**src/rtl/irq_coalesce.sv**
```systemverilog
module irq_coalesce #(
  parameter int CNT_W = 16,
  parameter int TMO_W = 20,
  parameter int RX_THR_RST = 1,
  parameter int TX_THR_RST = 1,
  parameter int RX_TMO_RST = 'h10000,
  parameter int TX_TMO_RST = 'h50000
) (
  input  logic        clk,
  input  logic        rst_n,
  input  logic [31:0] evt_i,
  input  logic        rx_arrive_i,
  input  logic        tx_arrive_i,
  input  logic        reg_we_i,
  input  logic [2:0]  reg_addr_i,
  input  logic [31:0] reg_wdata_i,
  output logic [31:0] reg_rdata_o,
  output logic        irq_o
);
  localparam int RX_IN = 17;
  localparam int TX_IN = 19;
  localparam int RX_TO = 28;
  localparam int TX_TO = 29;
  localparam logic [31:0] OWN_MASK = (32'd1 << RX_IN) | (32'd1 << TX_IN) |
                                     (32'd1 << RX_TO) | (32'd1 << TX_TO);

  logic [31:0]      raw_q, en_q, set_vec, clr_vec;
  logic [CNT_W-1:0] thr_q [2];
  logic [TMO_W-1:0] tmo_q [2];
  logic [1:0]       arrive, hit_cnt, hit_tmo;
  logic             irq_q;

  assign arrive = {tx_arrive_i, rx_arrive_i};

  for (genvar q = 0; q < 2; q++) begin : g_q
    logic [CNT_W-1:0] cnt;
    logic [TMO_W-1:0] tmr;
    logic [CNT_W:0]   cnt_nx;
    logic [TMO_W:0]   tmr_nx;
    localparam int TO_BIT = (q == 0) ? RX_TO : TX_TO;

    assign cnt_nx = {1'b0, cnt} + (CNT_W+1)'(1);
    assign tmr_nx = {1'b0, tmr} + (TMO_W+1)'(1);
    assign hit_cnt[q] = arrive[q] && (cnt_nx >= {1'b0, thr_q[q]});
    assign hit_tmo[q] = !hit_cnt[q] && (cnt != '0) && (tmr_nx >= {1'b0, tmo_q[q]});

    always_ff @(posedge clk or negedge rst_n) begin
      if (!rst_n) begin
        cnt <= '0;
        tmr <= '0;
      end else if (hit_cnt[q]) begin
        cnt <= '0;
        tmr <= '0;
      end else if (hit_tmo[q]) begin
        cnt <= arrive[q] ? CNT_W'(1) : '0;
        tmr <= '0;
      end else begin
        if (arrive[q]) cnt <= cnt_nx[CNT_W-1:0];
        if (cnt != '0) tmr <= tmr_nx[TMO_W-1:0];
      end
    end


    idle_timer_chk: assert property (@(posedge clk) disable iff (!rst_n)
      (cnt == '0) |-> (tmr == '0));

    cnt_restart_chk: assert property (@(posedge clk) disable iff (!rst_n)
      hit_cnt[q] |=> (cnt == '0));

    tmo_sets_bit_chk: assert property (@(posedge clk) disable iff (!rst_n)
      hit_tmo[q] |=> raw_q[TO_BIT]);
  end

  assign set_vec = (evt_i & ~OWN_MASK)
                 | ({31'd0, hit_cnt[0]} << RX_IN) | ({31'd0, hit_cnt[1]} << TX_IN)
                 | ({31'd0, hit_tmo[0]} << RX_TO) | ({31'd0, hit_tmo[1]} << TX_TO);
  assign clr_vec = (reg_we_i && reg_addr_i == 3'd0) ? reg_wdata_i : 32'd0;

  always_ff @(posedge clk or negedge rst_n) begin
    if (!rst_n) begin
      raw_q    <= '0;
      en_q     <= '0;
      thr_q[0] <= CNT_W'(RX_THR_RST);
      thr_q[1] <= CNT_W'(TX_THR_RST);
      tmo_q[0] <= TMO_W'(RX_TMO_RST);
      tmo_q[1] <= TMO_W'(TX_TMO_RST);
      irq_q    <= 1'b0;
    end else begin
      raw_q <= (raw_q & ~clr_vec) | set_vec;
      irq_q <= |(raw_q & en_q);
      if (reg_we_i) begin
        case (reg_addr_i)
          3'd1: en_q <= reg_wdata_i;
          3'd3: begin
            thr_q[0] <= reg_wdata_i[CNT_W-1:0];
            thr_q[1] <= reg_wdata_i[16 +: CNT_W];
          end
          3'd4: tmo_q[0] <= reg_wdata_i[TMO_W-1:0];
          3'd5: tmo_q[1] <= reg_wdata_i[TMO_W-1:0];
          default: ;
        endcase
      end
    end
  end

  always_comb begin
    case (reg_addr_i)
      3'd0:    reg_rdata_o = raw_q;
      3'd1:    reg_rdata_o = en_q;
      3'd2:    reg_rdata_o = raw_q & en_q;
      3'd3:    reg_rdata_o = (32'(thr_q[1]) << 16) | 32'(thr_q[0]);
      3'd4:    reg_rdata_o = 32'(tmo_q[0]);
      3'd5:    reg_rdata_o = 32'(tmo_q[1]);
      default: reg_rdata_o = 32'd0;
    endcase
  end

  assign irq_o = irq_q;


  w1c_race_chk: assert property (@(posedge clk) disable iff (!rst_n)
    (reg_we_i && reg_addr_i == 3'd0) |=>
      ((raw_q & $past(reg_wdata_i & set_vec)) == $past(reg_wdata_i & set_vec)));

  w1c_clear_chk: assert property (@(posedge clk) disable iff (!rst_n)
    (reg_we_i && reg_addr_i == 3'd0) |=> ((raw_q & $past(reg_wdata_i & ~set_vec)) == 32'd0));

  irq_quiet_chk: assert property (@(posedge clk) disable iff (!rst_n)
    ((raw_q & en_q) == 32'd0) |=> !irq_o);

  irq_rise_chk: assert property (@(posedge clk) disable iff (!rst_n)
    $rose(irq_o) |-> ($past(raw_q & en_q) != 32'd0));
endmodule

```
**config.mk**
```make
export PLATFORM = sky130hd
export DESIGN_NAME = irq_coalesce
export DESIGN_NICKNAME = d
export VERILOG_FILES = /design/src/rtl/irq_coalesce.sv
export SDC_FILE = /design/constraint.sdc
export NUM_CORES = 1
export LEC_CHECK = 0
export BUFFER_PORTS_ARGS = -buffer_cell sky130_fd_sc_hd__clkbuf_2
export CAP_MARGIN = 10
export CORE_MARGIN = 2
export CORE_UTILIZATION = 30
export CTS_BUF_LIST = sky130_fd_sc_hd__clkbuf_8
export DETAILED_ROUTE_END_ITERATION = 16
export PLACE_DENSITY = 0.53
export SLEW_MARGIN = 10
export SYNTH_ARGS = -nofsm -noshare
export SYNTH_HDL_FRONTEND = slang
export SYNTH_SLANG_ARGS = --single-unit
```
**constraint.sdc**
```tcl
create_clock -name clk -period 6.3 [get_ports clk]
set_clock_uncertainty 0.15 [all_clocks]
set_input_delay 1.26 -clock clk [delete_from_list [all_inputs] [get_ports clk]]
set_output_delay 1.26 -clock clk [all_outputs]
set_load 0.005 [all_outputs]
```
==> results.yml <==
setup_path:
  crit_path_max_fanout: 21
  crit_type: "input port to primary output"
  startpoint_type: "input port"
  crit_path_end_kind: "primary output"
  cp.arrival_ns: 3.52
  required_ns: 4.89
cts:
  cts.repair.resized: 0
  clockBufferDepth: 3
  cts_hold_buf: 0
  cts.sinks: 209
  clkSlewWorstSetupHoldPaths_ns: 0.06
  cts_max_level: 2
  cts-buffers-inserted: 41
  cts_tree: "built"
  cts-root-buf: "clkbuf_8"
  clkLatencyLatePin_ns: 0.58
  postCtsSetupBuffers: 0
layout:
  postLayoutCellArea_um2: 14500
  area_growth_pct: 14.1
  nFillCells: 4376
  final_cell_mix: "dfrtp_1, nand2_1, inv_1"
  fin_util_pct: 34.7
  drive_above_1_share_pct: 20.6
  final_common_cell: "dfrtp_1"
  fin_nets: 1564
floorplan:
  dieHeight_um: 210
  core_area_um2: 41900
  fp.dieArea_um2: 44000
  fp.dieW_um: 210
  rows: 75
  ios: 105
  initial_core_util_pct: 30.4
pwr:
  p_total_mw: 4.78
  leakage_nw: 6.59
  seqPwrFrac_pct: 41.7
  pwr-share-clk_pct: 27.0
  sw_frac_of_total_pct: 37.4
  vdd_ir_drop_max_v: 0.000117
  p_int_mw: 2.99
  p_switching_mw: 1.79
  powerDensity_nw_per_um2: 329
  combPwrFrac_pct: 31.3
timing:
  rsz0062_at_grt: "no"
  final_max_slew_viol_count: 0
  finalCritPeriodShare_pct: 78.2
  fin_crit_ns: 4.93
  worst_slew_pin_slew_ns: 1.06
  max_clock_freq_ghz: 0.203
  finalHoldViolCount: 0
  setup_violations: 0
  finalSetupTns_ns: 0
  relSlewSlack_pct: 28.9
  fin_ws_ns: 1.37
global_routing:
  met2_usage_pct: 29.1
  grt_util_met3_pct: 3.16
  top_usage_layer: "met2"
  antenna_found_initial: 1
  grt_pass1_vias: 10600
  overflow: 0
  track_usage_pct: 17.5
  grt_max_degree: 110
  grt_pass1_wl_mm: 60.1
  use_met1_pct: 22.6
synth:
  ys.flop_type: "dfrtp_1"
  seq_area_frac_synth_pct: 41.2
  ys_ff_latch: 209
  yosysUniqueCellTypes: 70
  synth_edf_count: 0
  syn-cell-area_um2: 12700
  avgSynthCellArea_um2: 9.62
  synth_top_area_share_pct: 40.2
  ys_warn_count: 0
  synthCells: 1321
  synthArstFlopShare_pct: 100
  synth_nets: 1471
  yosysTopAreaCell: "dfrtp_1"
  synth_area_leaders: "dfrtp_1, ha_1, mux2_2, xnor2_1, nand2_1"
flow_run:
  max_cap_violations: 0
route:
  drt_iter0_markers: 607
  drt-total-wl_mm: 38.0
  wl_per_cell_um: 19.2
  vias_per_cell: 5.17
  dr.pass1.iters: 5
  ant_nets: 0
  num_vias: 10300
  drc: 0
status:
  status: "finished clean"
placement:
  dp_slack_ns: 1.38
  placed_area_um2: 13800
  place.gp.congestion: 0.832
  port_buffers: 100
  hpwl_mm: 27.0
hold_path:
  hold_path_class: "flip-flop to flip-flop"
[state kept, by name (all words and copies together), names as in the netlist]
register / flops
g_q.tmr: 40
tmo_q: 40
en_q: 32
g_q.cnt: 32
raw_q: 32
thr_q: 32
irq_o: 1
[cell usage after synthesis, drive strengths merged, types with 5 or more instances]
cell / count
and4: 10
nand2: 133
xnor2: 59
clkbuf: 37
inv: 101
a211oi: 6
o211ai: 8
a22oi: 47
o21ai: 34
dfrtp: 204
dfstp: 5
nor2: 77
nor3: 40
a31oi: 9
nor4: 24
nand4: 37
o2bb2ai: 13
or3: 5
nand3: 61
buf: 32
a21oi: 52
ha: 78
and3: 14
a21o: 45
nor2b: 7
xor2: 23
nor3b: 5
a32oi: 11
and2: 6
mux2: 85
[final timing paths]
| kind | from | endpoint | slack (ns) | cells past startpoint |
|---|---|---|---|---|
| max in group asynchronous | rst_n | en_q[25] | 4.06 | 2 |
| worst max-delay path | reg_addr_i[2] | reg_rdata_o[14] | 1.37 | 7 |
| worst max register to register | g_q[1].tmr[4] | g_q[1].tmr[1] | 1.90 | 12 |
| worst min register to register | raw_q[31] | raw_q[31] | 0.36 | 1 |
| min in group asynchronous | rst_n | g_q[1].cnt[12] | 0.59 | 1 |
| worst min-delay path | raw_q[31] | raw_q[31] | 0.36 | 1 |
[metal layers]
| metal | vias to the layer above | part of all wire [%] |
|---|---|---|
| met5 | - | 0 |
| met4 | 0 | 3.7 |
| met3 | 86 | 4.1 |
| met2 | 195 | 47 |
| met1 | 5057 | 45 |
| li1 | 4925 | - |
[power by group through the flow]
stage	Sequential [mW]	Combinational (mW)	Clock (mW)
2_1_floorplan	1.88	1.13	0
3_3_place_gp	2.00	1.46	0
3_5_place_dp	2.01	1.50	0
4_1_cts	1.99	1.51	1.34
5_1_grt	2.04	1.71	1.40
6_report	1.99	1.49	1.29
[cell families (layout without fill, tap and decap cells)]
| kind of cell | after synthesis | in the layout | synth area share (%) |
|---|---|---|---|
| simple gates | 435 | 435 | 17.3 |
| xor+xnor | 82 | 82 | 5.65 |
| mux | 89 | 89 | 7.84 |
| compound gates | 258 | 258 | 14.9 |
| other cells | 0 | 1 | 0 |
| fa+ha+maj | 78 | 78 | 7.68 |
| buf+inv | 170 | 293 | 5.46 |
| flops | 209 | 209 | 41.2 |
[per-stage QoR]
| stage | hold WS [ns] | cells |
|---|---|---|
| after floorplan | 0.319 | 1321 |
| after global placement | 0.340 | 1910 |
| after detailed placement | 0.343 | 1910 |
| after CTS | 0.356 | 1983 |
| after global routing | 0.377 | 1983 |
| final | 0.362 | 1984 |
[final cells by class]
type                    count  area [um2]  share of cell area (%)
inverters                 101         379                    2.61
repair buffers            119         653                    4.50
flip-flops and latches    209        5240                    36.1
clock buffers              46         633                    4.36
clock inverters            27         120                   0.828
diodes                      1        2.50                  0.0172
multi-input cells         942        6810                    46.9
well taps                 539         674                    4.65
[worst max-delay path, stage by stage]
cell      delay [ns]
clkbuf_2        0.40
inv_1           0.15
nor3_2          0.89
buf_4           0.34
a22oi_1         0.11
o211ai_1        0.18
clkbuf_2        0.18
Power figures use the tool's default switching activity.
